**src/rtl/coll_pkg.sv**
```systemverilog
// Shared types for the collision jam and backoff controller.
package coll_pkg;
    typedef enum logic [1:0] {
        ST_IDLE,
        ST_PRE_HOLD,
        ST_JAM,
        ST_BACKOFF
    } coll_state_e;
endpackage

```
**src/rtl/coll_lfsr.sv**
```systemverilog
// Free-running Galois LFSR that supplies random bits for the slot draw.
// Assumes TAPS is a maximal-length polynomial and SEED is nonzero.
module coll_lfsr #(
    parameter int          LFSR_W = 16,
    parameter logic [LFSR_W-1:0] TAPS = 16'hB400,
    parameter logic [LFSR_W-1:0] SEED = 16'h1ACE
) (
    input  logic              clk,
    input  logic              rst_n,
    output logic [LFSR_W-1:0] rnd
);
    // Advance one step every clock cycle.
    always_ff @(posedge clk) begin
        if (!rst_n) rnd <= SEED;
        else        rnd <= (rnd >> 1) ^ (rnd[0] ? TAPS : '0);
    end

    AST_LFSR_NONZERO: assert property (@(posedge clk) disable iff (!rst_n)
        rnd != '0);
endmodule

```
**src/rtl/coll_slot_draw.sv**
```systemverilog
// Turns random bits into a slot count below 2^min(n, CAP) for attempt n.
// Assumes try_num is at least 1 whenever the result is used.
module coll_slot_draw #(
    parameter int CAP    = 10,
    parameter int LFSR_W = 16,
    parameter int TRY_W  = 5
) (
    input  logic [TRY_W-1:0]  try_num,
    input  logic [LFSR_W-1:0] rnd,
    output logic [CAP-1:0]    slots
);
    // Bit i of the count is enabled only once the attempt number passes i.
    for (genvar i = 0; i < CAP; i++) begin : g_bit
        assign slots[i] = rnd[i] & (try_num > TRY_W'(i));
    end
endmodule

```
**src/rtl/coll_backoff_timer.sv**
```systemverilog
// Counts a loaded number of slot times in bit ticks, then pulses done.
// Assumes load arrives only while the timer is idle.
module coll_backoff_timer #(
    parameter int SLOT_BITS = 512,
    parameter int SLOT_W    = 10
) (
    input  logic              clk,
    input  logic              rst_n,
    input  logic              load,
    input  logic [SLOT_W-1:0] slots,
    input  logic              bit_tick,
    output logic              done,
    output logic              busy
);
    localparam int BIT_W = (SLOT_BITS > 1) ? $clog2(SLOT_BITS) : 1;
    localparam logic [BIT_W-1:0] BIT_LAST = BIT_W'(SLOT_BITS - 1);

    logic [SLOT_W-1:0] slot_left;
    logic [BIT_W-1:0]  bit_cnt;

    // Load the count, then step bits and slots down to zero.
    always_ff @(posedge clk) begin
        if (!rst_n) begin
            busy      <= 1'b0;
            done      <= 1'b0;
            slot_left <= '0;
            bit_cnt   <= '0;
        end else begin
            done <= 1'b0;
            if (load) begin
                busy      <= 1'b1;
                slot_left <= slots;
                bit_cnt   <= '0;
            end else if (busy) begin
                if (slot_left == '0) begin
                    done <= 1'b1;
                    busy <= 1'b0;
                end else if (bit_tick) begin
                    if (bit_cnt == BIT_LAST) begin
                        bit_cnt   <= '0;
                        slot_left <= slot_left - 1'b1;
                    end else begin
                        bit_cnt <= bit_cnt + 1'b1;
                    end
                end
            end
        end
    end

    AST_DONE_ONE_CYCLE: assert property (@(posedge clk) disable iff (!rst_n)
        done |=> !done);
    AST_SLOTS_NEVER_RISE: assert property (@(posedge clk) disable iff (!rst_n)
        (busy && !load) |=> (slot_left <= $past(slot_left)));
endmodule

```
**src/rtl/coll_backoff_ctrl.sv**
```systemverilog
// Collision jam and backoff controller for a half-duplex transmitter.
// It jams for JAM_BITS ticks (after the preamble if needed), then retries
// after a random number of slots or gives the frame up.
// Assumes bits_sent is valid when col_det is sampled high.
module coll_backoff_ctrl
    import coll_pkg::*;
#(
    parameter int JAM_BITS    = 32,
    parameter int SLOT_BITS   = 512,
    parameter int MAX_TRIES   = 16,
    parameter int BACKOFF_CAP = 10,
    parameter int LFSR_W      = 16,
    parameter int CNT_W       = 16
) (
    input  logic             clk,
    input  logic             rst_n,
    input  logic             bit_tick,
    input  logic             col_det,
    input  logic             preamble_on,
    input  logic [CNT_W-1:0] bits_sent,
    input  logic             tx_done,
    output logic             jam_sel,
    output logic             tx_abort,
    output logic             retry_go,
    output logic             late_col_err,
    output logic             retry_limit_err
);
    localparam int JAM_W = (JAM_BITS > 1) ? $clog2(JAM_BITS) : 1;
    localparam int TRY_W = $clog2(MAX_TRIES + 1);
    localparam logic [JAM_W-1:0] JAM_LAST  = JAM_W'(JAM_BITS - 1);
    localparam logic [TRY_W-1:0] TRY_LAST  = TRY_W'(MAX_TRIES - 1);
    localparam logic [CNT_W-1:0] LATE_FROM = CNT_W'(SLOT_BITS);

    coll_state_e         state;
    logic [JAM_W-1:0]    jam_cnt;
    logic [TRY_W-1:0]    tries;
    logic                late_q;
    logic                jam_end;
    logic                start_backoff;
    logic [TRY_W-1:0]    next_try;
    logic [LFSR_W-1:0]   rnd;
    logic [BACKOFF_CAP-1:0] slots;
    logic                timer_busy;

    assign jam_sel       = (state == ST_JAM);
    assign jam_end       = jam_sel && bit_tick && (jam_cnt == JAM_LAST);
    assign next_try      = tries + 1'b1;
    assign start_backoff = jam_end && !late_q && (tries != TRY_LAST);

    coll_lfsr #(.LFSR_W(LFSR_W)) u_lfsr (
        .clk   (clk),
        .rst_n (rst_n),
        .rnd   (rnd)
    );

    coll_slot_draw #(.CAP(BACKOFF_CAP), .LFSR_W(LFSR_W), .TRY_W(TRY_W)) u_draw (
        .try_num (next_try),
        .rnd     (rnd),
        .slots   (slots)
    );

    coll_backoff_timer #(.SLOT_BITS(SLOT_BITS), .SLOT_W(BACKOFF_CAP)) u_timer (
        .clk      (clk),
        .rst_n    (rst_n),
        .load     (start_backoff),
        .slots    (slots),
        .bit_tick (bit_tick),
        .done     (retry_go),
        .busy     (timer_busy)
    );

    // Sequence state, jam length, attempt count and abort pulses.
    always_ff @(posedge clk) begin
        if (!rst_n) begin
            state           <= ST_IDLE;
            jam_cnt         <= '0;
            tries           <= '0;
            late_q          <= 1'b0;
            tx_abort        <= 1'b0;
            late_col_err    <= 1'b0;
            retry_limit_err <= 1'b0;
        end else begin
            tx_abort        <= 1'b0;
            late_col_err    <= 1'b0;
            retry_limit_err <= 1'b0;
            case (state)
                ST_IDLE: begin
                    if (tx_done) tries <= '0;
                    if (col_det) begin
                        jam_cnt <= '0;
                        if (preamble_on) begin
                            late_q <= 1'b0;
                            state  <= ST_PRE_HOLD;
                        end else begin
                            late_q <= (bits_sent >= LATE_FROM);
                            state  <= ST_JAM;
                        end
                    end
                end
                ST_PRE_HOLD: begin
                    if (!preamble_on) state <= ST_JAM;
                end
                ST_JAM: begin
                    if (jam_end) begin
                        tx_abort <= 1'b1;
                        if (late_q) begin
                            late_col_err <= 1'b1;
                            tries        <= '0;
                            state        <= ST_IDLE;
                        end else if (tries == TRY_LAST) begin
                            retry_limit_err <= 1'b1;
                            tries           <= '0;
                            state           <= ST_IDLE;
                        end else begin
                            tries <= next_try;
                            state <= ST_BACKOFF;
                        end
                    end else if (bit_tick) begin
                        jam_cnt <= jam_cnt + 1'b1;
                    end
                end
                ST_BACKOFF: begin
                    if (retry_go) state <= ST_IDLE;
                end
                default: state <= ST_IDLE;
            endcase
        end
    end

    AST_ABORT_AFTER_JAM: assert property (@(posedge clk) disable iff (!rst_n)
        tx_abort |-> $past(jam_sel));
    AST_PRE_HOLDS_JAM: assert property (@(posedge clk) disable iff (!rst_n)
        (state == ST_PRE_HOLD && preamble_on) |=> !jam_sel);
    AST_RETRY_IN_BACKOFF: assert property (@(posedge clk) disable iff (!rst_n)
        retry_go |-> (state == ST_BACKOFF));
    AST_LATE_WITH_ABORT: assert property (@(posedge clk) disable iff (!rst_n)
        late_col_err |-> (tx_abort && !retry_limit_err && !timer_busy));
    AST_LIMIT_WITH_ABORT: assert property (@(posedge clk) disable iff (!rst_n)
        retry_limit_err |-> (tx_abort && !timer_busy));
    AST_TRIES_BOUND: assert property (@(posedge clk) disable iff (!rst_n)
        tries < TRY_W'(MAX_TRIES));
    AST_BUSY_NO_JAM: assert property (@(posedge clk) disable iff (!rst_n)
        timer_busy |-> !jam_sel);
endmodule

```
**config.mk**
```make
export PLATFORM = sky130hd
export DESIGN_NAME = coll_backoff_ctrl
export DESIGN_NICKNAME = d
export VERILOG_FILES = /design/src/rtl/coll_pkg.sv /design/src/rtl/coll_lfsr.sv /design/src/rtl/coll_slot_draw.sv /design/src/rtl/coll_backoff_timer.sv /design/src/rtl/coll_backoff_ctrl.sv
export SDC_FILE = /design/constraint.sdc
export NUM_CORES = 1
export LEC_CHECK = 0
export BUFFER_PORTS_ARGS = -buffer_cell sky130_fd_sc_hd__buf_2
export CORE_ASPECT_RATIO = 0.9
export CORE_MARGIN = 4
export CORE_UTILIZATION = 35
export CTS_CLUSTER_DIAMETER = 30
export DETAILED_ROUTE_END_ITERATION = 10
export GPL_TIMING_DRIVEN = 0
export HOLD_SLACK_MARGIN = 0.05
export PLACE_DENSITY = 0.63
export RECOVER_POWER = 100
export SETUP_SLACK_MARGIN = 0.5
export SYNTH_ARGS = -nofsm -noshare
export SYNTH_HDL_FRONTEND = slang
export SYNTH_SLANG_ARGS = --single-unit
```
**constraint.sdc**
```tcl
create_clock -name clk -period 3 [get_ports clk]
set_clock_uncertainty 0.1 [all_clocks]
set_input_delay 0.45 -clock clk [delete_from_list [all_inputs] [get_ports clk]]
set_output_delay 0.45 -clock clk [all_outputs]
set_load 0.01 [all_outputs]
```
[Word level (Yosys, flattened, before mapping)]
Cells that the tools add are included.
Word-level totals
  register bits after elaboration: 53
  input bits: 22
  output and inout port bits: 5
Cells by class
  $add $sub $neg: 4
  $lt $le $gt $ge: 11
  equal/unequal tests: 15
  mux-type cells: 32
  bitwise logic cells: 16
  reductions and logical operators: 22
Operator list (count)
  $mux W10: 5
  $mux W5: 7
  $gt A5 B3 Y1 const B: 4
  $pmux W5 S2: 2
  $ge A16 B10 Y1 const B: 1
  $mux W16: 1
  $xor A15 B16 Y16: 1
  $mux W2: 7
  $ne A2 B2 Y1 const B: 6
  $reduce_and A4 Y1: 3
  $add A5 B1 Y5 const B: 2
  $and A1 B1 Y1: 10
  $gt A5 B1 Y1 const B: 2
  $gt A5 B2 Y1 const B: 2
  $gt A5 B4 Y1 const B: 2
  $logic_not A10 Y1: 1
  $sub A10 B1 Y10 const B: 1
  $add A9 B1 Y9 const B: 1
  $eq A9 B9 Y1 const B: 1
  $mux W9: 1
  $reduce_and A3 Y1: 3
  $mux W1: 8
  $pmux W2 S4: 1
  $reduce_bool A2 Y1: 4
  14 further kinds: 24

[Longest topological paths before layout]
Gate-level depths: netlist (run 1).
  depth in word-level cells: 7
  depth in mapped cells: 10
  mapped depth without buffers: 9

[Modules after synthesis]
From an unflattened synthesis (run 1), not the netlist that was laid out.
Unflattened totals
  cell total of the unflattened synthesis: 280
  area total of the unflattened synthesis: 2585.0 µm²
Modules (own cells, without submodules)
  coll_backoff_timer: instances 1, cells an instance 125, area each 1099.8 µm², sequential area each 420.4 µm²
  coll_backoff_ctrl: instances 1, cells an instance 101, area each 908.4 µm², sequential area each 320.3 µm²
  coll_lfsr: instances 1, cells an instance 36, area each 455.4 µm², sequential area each 320.3 µm²
  coll_slot_draw: instances 1, cells an instance 18, area each 121.4 µm², sequential area each 0.0 µm²

[Worst setup path before layout (run 1)]
No wires, ideal clock.
  kind: reg-to-reg
  from: reg tries[0]
  to: reg u_timer.slot_left[4]
  arrival: 1.993 ns
  setup slack: 0.791 ns
  cell stages (with the launch flop): 10
  path buffers: 2
  period minus slack after synthesis: 2.209 ns
  path through: dfxtp_1 > ha_1 > clkbuf_1 > nand3_1 > inv_1 > ha_1 > nor3_1 > clkbuf_8 > nand2_1 > o211a_1
Between the ends
  word-level cells in the longest chain between the ends: 4
Ends and longest elaborated chain
  start, declared: RTL line coll_backoff_ctrl.sv:36  | logic [TRY_W-1:0] tries;
  start signal, assigned: RTL line coll_backoff_ctrl.sv:115  | tries <= next_try;
  $add A5 B1 Y5 or $ne A5 B4 Y1 (tied branches): RTL line coll_backoff_ctrl.sv:47, coll_backoff_ctrl.sv:48
  $gt A5 B3 Y1 or $logic_and A1 B1 Y1 (tied branches): RTL line coll_slot_draw.sv:14, coll_backoff_ctrl.sv:48
  $and A1 B1 Y1 (tied with other cells): RTL line coll_slot_draw.sv:14  | assign slots[i] = rnd[i] & (try_num > TRY_W'(i));
  $mux W10 or $reduce_and A4 Y1 (tied branches)
  end signal, assigned: RTL line coll_backoff_timer.sv:32  | slot_left <= slots;
  end signal, assigned: RTL line coll_backoff_timer.sv:41  | slot_left <= slot_left - 1'b1;
  end, declared: RTL line coll_backoff_timer.sv:18  | logic [SLOT_W-1:0] slot_left;
Parallel ways exist; a longest one is shown, timed or not.
A chain may end at the register's enable or synchronous reset.

[Worst setup path after layout (run 1)]
  from: reg tries[1]
  to: reg u_timer.slot_left[1]
Between the ends
  word-level cells in the longest chain between the ends: 4
Ends and longest elaborated chain (RTL line)
  $add A5 B1 Y5 or $ne A5 B4 Y1 (tied branches): coll_backoff_ctrl.sv:47, coll_backoff_ctrl.sv:48
  $gt A5 B1 Y1 or $logic_and A1 B1 Y1 (tied branches): coll_slot_draw.sv:14, coll_backoff_ctrl.sv:48
  $and A1 B1 Y1 (tied with other cells): coll_slot_draw.sv:14
  $mux W10 or $reduce_and A4 Y1 (tied branches)
Parallel ways exist; a longest one is shown, timed or not.

==> flow_metrics.tcl, run 1 <==
set metrics [dict create \
    insertion_delay_ps 310 \
    antenna_left 0 \
    synth_warnings 0 \
    r2r_setup_slack_ps 490 \
    die_w_um 99.33 \
    hold_class "register to register" \
    synth_compound_area_share_pct 16.76 \
    synth_area_leader_cell "dfxtp_1" \
    cellPowerDensity_mw_per_mm2 410.9 \
    num_rows 29 \
    clockBufferDepth 2 \
    synth_fp_nets 334 \
    cp_num_cells 10 \
    grt_setup_unrepaired "yes" \
    cpMostUsedCell "inv_1" \
    synth_ff_type "dfxtp_1" \
    period_minus_slack_ps 2506 \
    cp_num_buf_inv 3 \
    antennaDiodeCount 0 \
    area_growth_pct 13.19 \
    num-fill-cells 729 \
    grtUsageMet2_pct 19.97 \
    worstSetupStartpointType "register" \
    wirelength_mm 5.807 \
    post_dp_cell_area_mm2 0.002829 \
    dr.pass1.iters 4 \
    period_share_pct 83.55 \
    fmax_mhz 399.0 \
    cts-root-buf "clkbuf_8" \
    final_area_mm2 0.002974 \
    cts_buffers 5 \
    design.core.area_mm2 0.007184 \
    num_io_pins 27 \
    holdPathEnd "u_lfsr.rnd[11]" \
    grt_max_degree 16 \
    worstHoldStart "u_lfsr.rnd[12]" \
    drc 0 \
    max_stage_delay_ps 470 \
    layout-drive-gt1-share_pct 11.04 \
    yosys.area_share.simple_pct 25.90 \
    track_usage_pct 13.04 \
    critPathMaxFanout 8 \
    crit_path_end_kind "register" \
    grt-busiest-layer "met2" \
    grt_antenna_before_repair 0 \
    worst_path_max_delay_cell "dfxtp_1" \
    tns_ps 0 \
    cap_violations 0 \
    dpl.hpwl_mm 4.127 \
    worstPathCellList "ha_1 -> clkbuf_1 -> nand3_1 -> inv_1 -> ha_4 -> inv_1 -> nor4_2 -> a41oi_2 -> o211ai_1 -> o311ai_1" \
    start_util_pct 36.57 \
    cts_tree "built" \
    fin_total_pwr_mw 1.222 \
    ys_ff_latch 53 \
    drv_slew 0 \
    grt_pass1_wl_mm 9.701 \
    finalHoldViolations 0 \
    async_flop_share_pct 0 \
    ys_seq_area_share_pct 40.38 \
    peakVddDrop_mv 0.1917 \
    overflow 0 \
    use_met1_pct 18.35 \
    maxSlewHeadroom_pct 57.96 \
    grt.met3_usage_pct 2.786 \
    synth_area_per_cell_um2 8.758 \
    netlist-cell-type-count 53 \
    routedWlPerCell_um 13.86 \
    htreeDepth 2 \
    whs_path_depth 1 \
    post-route-util_pct 41.40 \
    yosys.area_share.xor_xnor_pct 4.333 \
    multi_input_area_mm2 0.001511 \
    critical_path_class "register to register" \
    cp_data_required_time_ps 3090 \
    ff_latch_area_mm2 0.001062 \
    yosys.area.top_type_share_pct 40.38 \
    cts.sinks 53 \
    finalNonFillerCells 419 \
    clk_pin_slew_worst_paths_ps 100 \
    die_h_um 90.20 \
    synth_area_leaders "dfxtp_1 (40%), ha_1 (5.7%), nor2_1 (5.0%)" \
    synth_cells 300 \
    dp_cells 410 \
    synth_edf_count 0 \
    reg2reg_depth 10 \
    grt_pass1_vias 2027 \
    r2r-end "u_timer.slot_left[1]" \
    cts_hold_buf 0 \
    synth_top_family_by_area "simple AND/OR/NAND/NOR gates" \
    vias_per_cell 5.298 \
    drt-initial-drc-count 163 \
    r2r_start "tries[1]" \
    cpLargestDelayFamily "compound AO/OA/AOI/OAI gates" \
    netlist_area_mm2 0.002628 \
    nets 359 \
    vias 2220 \
    leakagePower_nw 1.131 \
    gp_congestion 0.8048 \
    setup_viol 0 \
    status "completed" \
    port_buffers 17 \
    muxShareOfSynthArea_pct 2.333 \
    synth_fa_ha_area_share_pct 5.714 \
    die-area_mm2 0.008959 \
    critPathArrivalTime_ps 2600 \
    tightest_slew_ps 629.3 \
]
## cell families (layout without fill, tap and decap cells)
family | after synthesis | after routing
DFF | 53 | 53
AOI/OAI and AO/OA | 65 | 65
buffers and inverters | 25 | 51
muxes | 6 | 6
and+or+nand+nor | 126 | 126
adders and majority gates | 12 | 12
xor gates and xnor gates | 13 | 13
## layer usage
metal  vias to the layer above  wire (µm)  share of wire, %
met5                         -          0                 0
met4                         0         58               1.0
met3                         6        219               3.8
met2                        37       2618                45
met1                      1056       2911                50
li1                       1121          -                 -
## how the worst max path moves through the flow
stage | slack [ps] | endpoint | startpoint
after floorplan | 790 | u_timer.slot_left[4] | tries[0]
after global placement | 230 | u_timer.slot_left[7] | tries[0]
after detailed placement | 250 | u_timer.slot_left[7] | tries[1]
after CTS | 510 | u_timer.slot_left[6] | u_timer.bit_cnt[3]
after global routing | 220 | u_timer.slot_left[1] | tries[1]
final | 490 | u_timer.slot_left[1] | tries[1]
## cell usage after synthesis, drive strengths merged, types with 4 or more instances
| cell type | instances |
|---|---|
| o21ai | 15 |
| inv | 12 |
| xnor2 | 9 |
| or4 | 6 |
| nand2b | 11 |
| nand2 | 21 |
| nand3 | 11 |
| and2 | 7 |
| nor4 | 4 |
| o22ai | 4 |
| a21oi | 17 |
| buf | 4 |
| xor2 | 4 |
| nor3 | 9 |
| nor2 | 35 |
| clkbuf | 9 |
| dfxtp | 53 |
| a31oi | 5 |
| and3 | 5 |
| ha | 12 |
| mux2i | 5 |
## state kept, by name, summed over array words and instances, names as in the netlist
signal / flops
state: 2
u_timer.bit_cnt: 9
late_col_err: 1
u_timer.busy: 1
tries: 5
late_q: 1
retry_limit_err: 1
u_timer.done: 1
tx_abort: 1
u_timer.slot_left: 10
jam_cnt: 5
u_lfsr.rnd: 16
## layout make-up
class | count | area share (%)
repair buffers | 18 | 2.861
clock inverters | 1 | 0.2524
well taps | 93 | 3.913
multi-input cells | 222 | 50.82
flip-flops and latches | 53 | 35.72
clock buffers | 7 | 2.566
inverters | 12 | 1.515
plain buffers | 13 | 2.356
## metrics by stage
| step | hold WS, ps | setup slack, ps |
|---|---|---|
| 6_report | 314.4 | 493.6 |
| 5_1_grt | 360.3 | 216.0 |
| 4_1_cts | 318.9 | 506.4 |
| 3_5_place_dp | 294.4 | 253.0 |
| 3_3_place_gp | 289.6 | 226.3 |
| 2_1_floorplan | 286.3 | 791.1 |
## repair_timing
action                                  4_1_cts  5_1_grt
pin swaps                                     1        3
setup buffers                                 0        1
gates resized for setup                       5        9
endpoints found under the setup margin       22       16
hold endpoints to repair                      0        0
## power breakdown
part / switching (mW) / leakage, nW / total [mW] / internal [mW]
logic: 0.0546 / 0.660 / 0.0867 / 0.0321
registers: 0.0103 / 0.433 / 0.733 / 0.722
clock network: 0.237 / 0.0385 / 0.403 / 0.166
## cells in the final DEF (no fill, tap or decap), types with 2 or more instances in the layout
| cell type | Yosys | final |
|---|---|---|
| buf_4 | 2 | 2 |
| nand2b_1 | 11 | 11 |
| a22oi_1 | 3 | 3 |
| and2_0 | 0 | 7 |
| o22ai_1 | 4 | 4 |
| xor2_1 | 4 | 4 |
| clkbuf_8 | 1 | 6 |
| xnor2_1 | 9 | 9 |
| nor2_1 | 35 | 35 |
| mux2i_1 | 5 | 5 |
| a211oi_1 | 3 | 3 |
| nand4b_1 | 2 | 2 |
| o211ai_1 | 3 | 3 |
| o21a_1 | 2 | 2 |
| a21oi_1 | 17 | 17 |
| nand4bb_1 | 2 | 2 |
| inv_1 | 12 | 12 |
| o21ai_0 | 15 | 15 |
| nor3b_1 | 3 | 3 |
| dfxtp_1 | 53 | 52 |
| nand2_1 | 20 | 20 |
| nor4_1 | 4 | 3 |
| o31ai_4 | 1 | 2 |
| or4_1 | 6 | 6 |
| buf_2 | 1 | 11 |
| ha_1 | 12 | 11 |
| nand3_1 | 11 | 10 |
| and3_1 | 5 | 5 |
| nor3_1 | 9 | 8 |
| clkbuf_1 | 8 | 18 |
| a31oi_1 | 5 | 5 |
No activity file was read; power rests on OpenSTA's default activity.
==> run 2, diff against run 1 <==
ABC_AREA = 1   (was unset)
PLACE_DENSITY = 0.65   (was 0.63)
clock period = 2.3 ns   (was 3 ns; I/O delays follow)
==> run 2 against run 1 <==
  * Core utilization up 5.3 points
  * Largest cell class unchanged
  * First-iteration DRC count down 13%
  * Count of clock-buffer cells in the layout unchanged
  * Total power up 65%
  * Cell count up 37%
  * Critical path type unchanged
  * Clock power up 64%
  * Combinational power rose to 4.1 times the previous value
  * Critical path depth unchanged
==> flow_metrics.tcl, run 2 <==
set metrics [dict create \
    critPathArrivalTime_ps 2250 \
    mostFrequentLayoutCells "nand2_1 (106), inv_1 (59), nor2_1 (51)" \
    tns_ps 0 \
    dp_cells 544 \
    fmax_mhz 473.1 \
    cts_tree "built" \
    layout-drive-gt1-share_pct 23.06 \
    multi_input_area_mm2 0.001700 \
    worst_path_max_delay_cell "dfxtp_4" \
    antennaDiodeCount 0 \
    start_util_pct 36.94 \
    track_usage_pct 14.77 \
    die-area_mm2 0.009673 \
    netlist_area_mm2 0.002856 \
    status "completed" \
    vias 2714 \
    gp_congestion 0.8867 \
    num_rows 30 \
    cellPowerDensity_mw_per_mm2 559.5 \
    htreeDepth 2 \
    die_w_um 103.2 \
    drv_slew 0 \
    post-route-util_pct 46.67 \
    wirelength_mm 6.808 \
    fin_total_pwr_mw 2.019 \
    largest_register "u_lfsr.rnd" \
    clk_pin_slew_worst_paths_ps 100 \
    ff_latch_area_mm2 0.001074 \
    ys_seq_area_share_pct 37.14 \
    nets 510 \
    drc 0 \
    ys_ff_latch 53 \
    cp_num_cells 10 \
    cp_num_buf_inv 2 \
    num-fill-cells 778 \
    crit_path_end_kind "register" \
    finalNonFillerCells 573 \
    synth_area_leaders "dfxtp_1 (37%), nand2_1 (16%), inv_1 (8.3%)" \
    largest_register_ffs 16 \
    period_share_pct 91.91 \
    clockBufferDepth 2 \
    cts-root-buf "clkbuf_8" \
    vias_per_cell 4.736 \
    num_io_pins 27 \
    period_minus_slack_ps 2114 \
    port_buffers 17 \
    synth_warnings 0 \
    cp_data_required_time_ps 2440 \
    yosysMostFrequentCell "nand2_1" \
    hold_class "input pin to register" \
    cpLargestDelayFamily "buffers and inverters" \
    synth_ff_type "dfxtp_1" \
    dr.pass1.iters 4 \
    synth_edf_count 0 \
    critPathMaxFanout 5 \
    whs_path_depth 5 \
    synth_area_leader_cell "dfxtp_1" \
    cts_hold_buf 0 \
    netlist-cell-type-count 30 \
    max_stage_delay_ps 380 \
    synth_fp_nets 465 \
    overflow 0 \
    mostFrequentLayoutCell "nand2_1" \
    setup_viol 0 \
    cts_buffers 5 \
    dpl.hpwl_mm 4.716 \
    antenna_left 0 \
    async_flop_share_pct 0 \
    worstSetupStartpointType "register" \
    tightest_slew_ps 624.1 \
    leakagePower_nw 1.766 \
    reg2reg_depth 10 \
    insertion_delay_ps 300 \
    final_area_mm2 0.003608 \
    peakVddDrop_mv 0.3093 \
    synth_common_cells "nand2_1 (119), inv_1 (63), nor2_1 (61)" \
    synth_area_per_cell_um2 6.628 \
    cap_violations 0 \
    cts.sinks 53 \
    grt_max_degree 16 \
    yosys.area.top_type_share_pct 37.14 \
    grt_setup_unrepaired "yes" \
    critical_path_class "register to register" \
    area_growth_pct 26.32 \
    grt_pass1_wl_mm 11.59 \
    post_dp_cell_area_mm2 0.003117 \
    synth_cells 431 \
    reg_top3 "u_lfsr.rnd: 16 flops, u_timer.slot_left: 10 flops, u_timer.bit_cnt: 9 flops" \
    design.core.area_mm2 0.007732 \
    routedWlPerCell_um 11.88 \
    grt_antenna_before_repair 0 \
    grt_pass1_vias 2576 \
    die_h_um 93.71 \
    worstPathCellList "ha_4 -> nand2_2 -> nor2_2 -> ha_1 -> nor2_4 -> nand3_4 -> clkbuf_1 -> nand2_4 -> bufbuf_16 -> a21oi_1" \
    drt-initial-drc-count 142 \
    maxSlewHeadroom_pct 58.39 \
    finalHoldViolations 0 \
]
-- run 2: worst min-delay path, cell delays in order --
cell,delay [ps]
buf_2,70
nor4_1,30
nand2_1,40
nand2_1,40
o21ai_0,60
-- run 2: power breakdown --
part | internal (mW) | switching, mW | total [mW]
Sequential | 0.964 | 0.0377 | 1.00
Clock | 0.355 | 0.307 | 0.662
Combinational | 0.128 | 0.228 | 0.355
Total | 1.45 | 0.572 | 2.02
-- run 2: final cells by class --
class	instances	area share, %
inverter	64	6.761
clock buffer	7	2.393
tap	96	3.329
timing repair buffer	38	7.455
multi-input combinational	306	47.12
buffer	8	2.358
clock inverter	1	0.8322
sequential	53	29.75
-- run 2: path summary, 6_finish.rpt --
path,from,slack (ps),end
max,tries[1],190,u_timer.bit_cnt[7]
min,bits_sent[12],220,late_q
max reg2reg,tries[1],190,u_timer.bit_cnt[7]
min reg2reg,u_lfsr.rnd[10],330,u_lfsr.rnd[9]
-- run 2: stage by stage --
step,hold slack (ps),worst slack (ps)
floorplan,290.5,479.5
global placement,299.2,219.7
detailed placement,306.3,188.1
CTS,220.0,312.1
global route,250.9,80.73
finish,224.6,186.1
-- run 2: timing repair --
item,CTS,global route
gates cloned,3,0
pin swaps,14,25
setup buffers,11,7
setup endpoints to repair,25,25
gates resized for setup,36,37
-- run 2: metal layers --
metal | global-route usage (%) | routed length [µm] | vias to the layer above
met5 | 0 | 0 | -
met3 | 2.821 | 217 | 8
li1 | - | - | 1433
met2 | 24.36 | 3240 | 34
met4 | 3.128 | 62 | 0
met1 | 19.95 | 3288 | 1239
-- run 2: cell families after synthesis --
| logic type | after synthesis | share of synthesized area [%] |
|---|---|---|
| flip-flops | 53 | 37.14 |
| XOR/XNOR | 7 | 2.146 |
| adder cells (fa/ha/maj) | 12 | 5.256 |
| AND/OR/NAND/NOR | 250 | 38.02 |
| buffers and inverters | 72 | 10.47 |
| AO/OA/AOI/OAI | 37 | 6.965 |
==> run 3, diff against run 2 <==
CELL_PAD_IN_SITES_DETAIL_PLACEMENT = 1   (was unset)
CELL_PAD_IN_SITES_GLOBAL_PLACEMENT = 1   (was unset)
PLACE_DENSITY = 0.82   (was 0.65)
==> run 3 against run 2 <==
  * Cell count shrank 0.52%
  * Fmax grew 0.11%
  * Core utilization grew 0.94 points
  * Via count grew 4.8%
  * Critical path depth grew 4
  * Global-route usage grew 3.8 points
  * Cell area grew 2.0%
  * Combinational power grew 12%
  * Worst hold slack lost 1.1 ps
  * Non-clock buffer count shrank 3
  * Sequential cell count is the same
  * Worst setup slack gained 2.3 ps
==> flow_metrics.tcl, run 3 (synthesized netlist as in run 2, its figures left out) <==
set metrics [dict create \
    antenna_left 0 \
    combPwrFrac_pct 19.2 \
    layout-drive-gt1-share_pct 26.37 \
    cts_tree "built" \
    reg_top3 "u_lfsr.rnd: 16 flops, u_timer.slot_left: 10 flops, u_timer.bit_cnt: 9 flops" \
    dr.pass1.iters 4 \
    drc 0 \
    grt_setup_unrepaired "yes" \
    grt_antenna_before_repair 0 \
    critical_path_class "register to register" \
    clkPwrFrac_pct 32.5 \
    cts_hold_buf 0 \
    post_dp_cell_area_mm2 0.003117 \
    port_buffers 17 \
    dpl.hpwl_mm 5.703 \
    use_met1_pct 22.54 \
    dp_cells 544 \
    start_util_pct 36.94 \
    area_growth_pct 28.87 \
    worstSetupStartpointType "register" \
    status "completed" \
    grtUsageMet2_pct 33.97 \
    gp_congestion 0.8478 \
    grt-busiest-layer "met2" \
    cp_data_required_time_ps 2450 \
    period_share_pct 91.81 \
    cts_buffers 5 \
    grt_pass1_vias 3107 \
    setup_viol 0 \
    leakagePower_nw 1.746 \
    whs_path_depth 5 \
    fmax_mhz 473.6 \
    drt-initial-drc-count 74 \
    switching_share_pct 30.33 \
    r2r_start "jam_cnt[0]" \
    design.core.area_mm2 0.007732 \
    antennaDiodeCount 0 \
    critPathArrivalTime_ps 2260 \
    die-area_mm2 0.009673 \
    tns_ps 0 \
    track_usage_pct 18.62 \
    largest_register_ffs 16 \
    overflow 0 \
    cts-root-buf "clkbuf_8" \
    finalNonFillerCells 570 \
    largest_register "u_lfsr.rnd" \
    cts.sinks 53 \
    mostFrequentLayoutCells "nand2_1 (101), inv_1 (56), nor2_1 (47), dfxtp_1 (47), nand3_1 (29)" \
    clockBufferDepth 2 \
    grt_pass1_wl_mm 14.32 \
    intPower_mw 1.450 \
    period_minus_slack_ps 2112 \
    power.net_switching_uw 631.1 \
    peakVddDrop_mv 0.2664 \
    r2r_setup_slack_ps 190 \
    r2r-end "u_timer.slot_left[7]" \
    cap_violations 0 \
    holdPathEnd "late_q" \
    die_h_um 93.71 \
    clk_pin_slew_worst_paths_ps 100 \
    num-fill-cells 1014 \
    cellPowerDensity_mw_per_mm2 565.2 \
    tightest_slew_ps 599.4 \
    worstHoldStart "bits_sent[12]" \
    hold_class "input pin to register" \
    power_frac_seq_pct 48.4 \
    maxSlewHeadroom_pct 60.04 \
    vias_per_cell 4.991 \
    final_area_mm2 0.003681 \
    insertion_delay_ps 310 \
    die_w_um 103.2 \
    grt_max_degree 16 \
    num_rows 30 \
    finalHoldViolations 0 \
    drv_slew 0 \
    num_io_pins 27 \
    crit_path_end_kind "register" \
    htreeDepth 2 \
    wirelength_mm 8.582 \
    vias 2845 \
    grt.met3_usage_pct 2.747 \
    routedWlPerCell_um 15.06 \
    reg2reg_depth 14 \
    post-route-util_pct 47.61 \
    mostFrequentLayoutCell "nand2_1" \
    critPathMaxFanout 5 \
    nets 507 \
]
## run 3: how the worst max path moves through the flow
stage	from	to	slack (ps)
final	jam_cnt[0]	u_timer.slot_left[7]	190
after global routing	jam_cnt[0]	u_timer.slot_left[7]	80
after CTS	jam_cnt[1]	u_timer.slot_left[0]	240
after detailed placement	u_timer.bit_cnt[1]	u_timer.slot_left[8]	50
after global placement	u_timer.bit_cnt[0]	u_timer.slot_left[8]	150
after floorplan	u_timer.bit_cnt[1]	u_timer.slot_left[0]	480
## run 3: what timing repair did
item / CTS / global route
resized for setup: 52 / 41
pin swaps: 22 / 31
cloned: 3 / 0
setup buffers: 9 / 6
setup endpoints to repair: 27 / 35
## run 3: metrics by stage
step / worst slack, ps / power, mW / hold slack (ps)
3_5_place_dp: 48.93 / 1.382 / 306.3
2_1_floorplan: 479.5 / 1.277 / 290.5
4_1_cts: 238.4 / 2.076 / 218.9
5_1_grt: 77.18 / 2.192 / 240.7
6_report: 188.4 / 2.081 / 223.5
3_3_place_gp: 148.1 / 1.361 / 300.5
## run 3: routing by layer
metal  wire (µm)  vias to the layer above  part of all wire [%]
li1            -                     1425                     -
met1        3764                     1383                    44
met2        4539                       28                    53
met3         184                        9                   2.1
met4          93                        0                   1.1
met5           0                        -                     0
## run 3: area by class of cell
cell class,count,area (µm²),share of cell area (%)
Clock buffer,7,86.33,2.345
Inverter,64,249.0,6.764
Timing Repair Buffer,35,265.3,7.206
Clock inverter,1,30.03,0.8158
Multi-Input combinational cell,306,1767,47.99
Buffer,8,85.08,2.311
Sequential cell,53,1079,29.30
Tap cell,96,120.1,3.263
## run 3: power by group through the flow
stage / clock (mW) / sequential (mW) / combinational [mW]
floorplan: 0 / 1.02 / 0.260
global placement: 0 / 1.02 / 0.337
detailed placement: 0 / 1.03 / 0.355
CTS: 0.695 / 1.01 / 0.374
global route: 0.730 / 1.01 / 0.448
finish: 0.675 / 1.01 / 0.399
## run 3: critical path, cell delays in order, from the launching register on
cell and delay, ps:
dfxtp_1 390, ha_4 170, inv_4 40, nor3_4 110
ha_1 240, nand2_4 70, inv_2 70, nand3_4 130
buf_12 170, buf_16 130, nor2_2 100, nand3_1 90
nand2_1 70, nor2_1 50, nor2_1 100
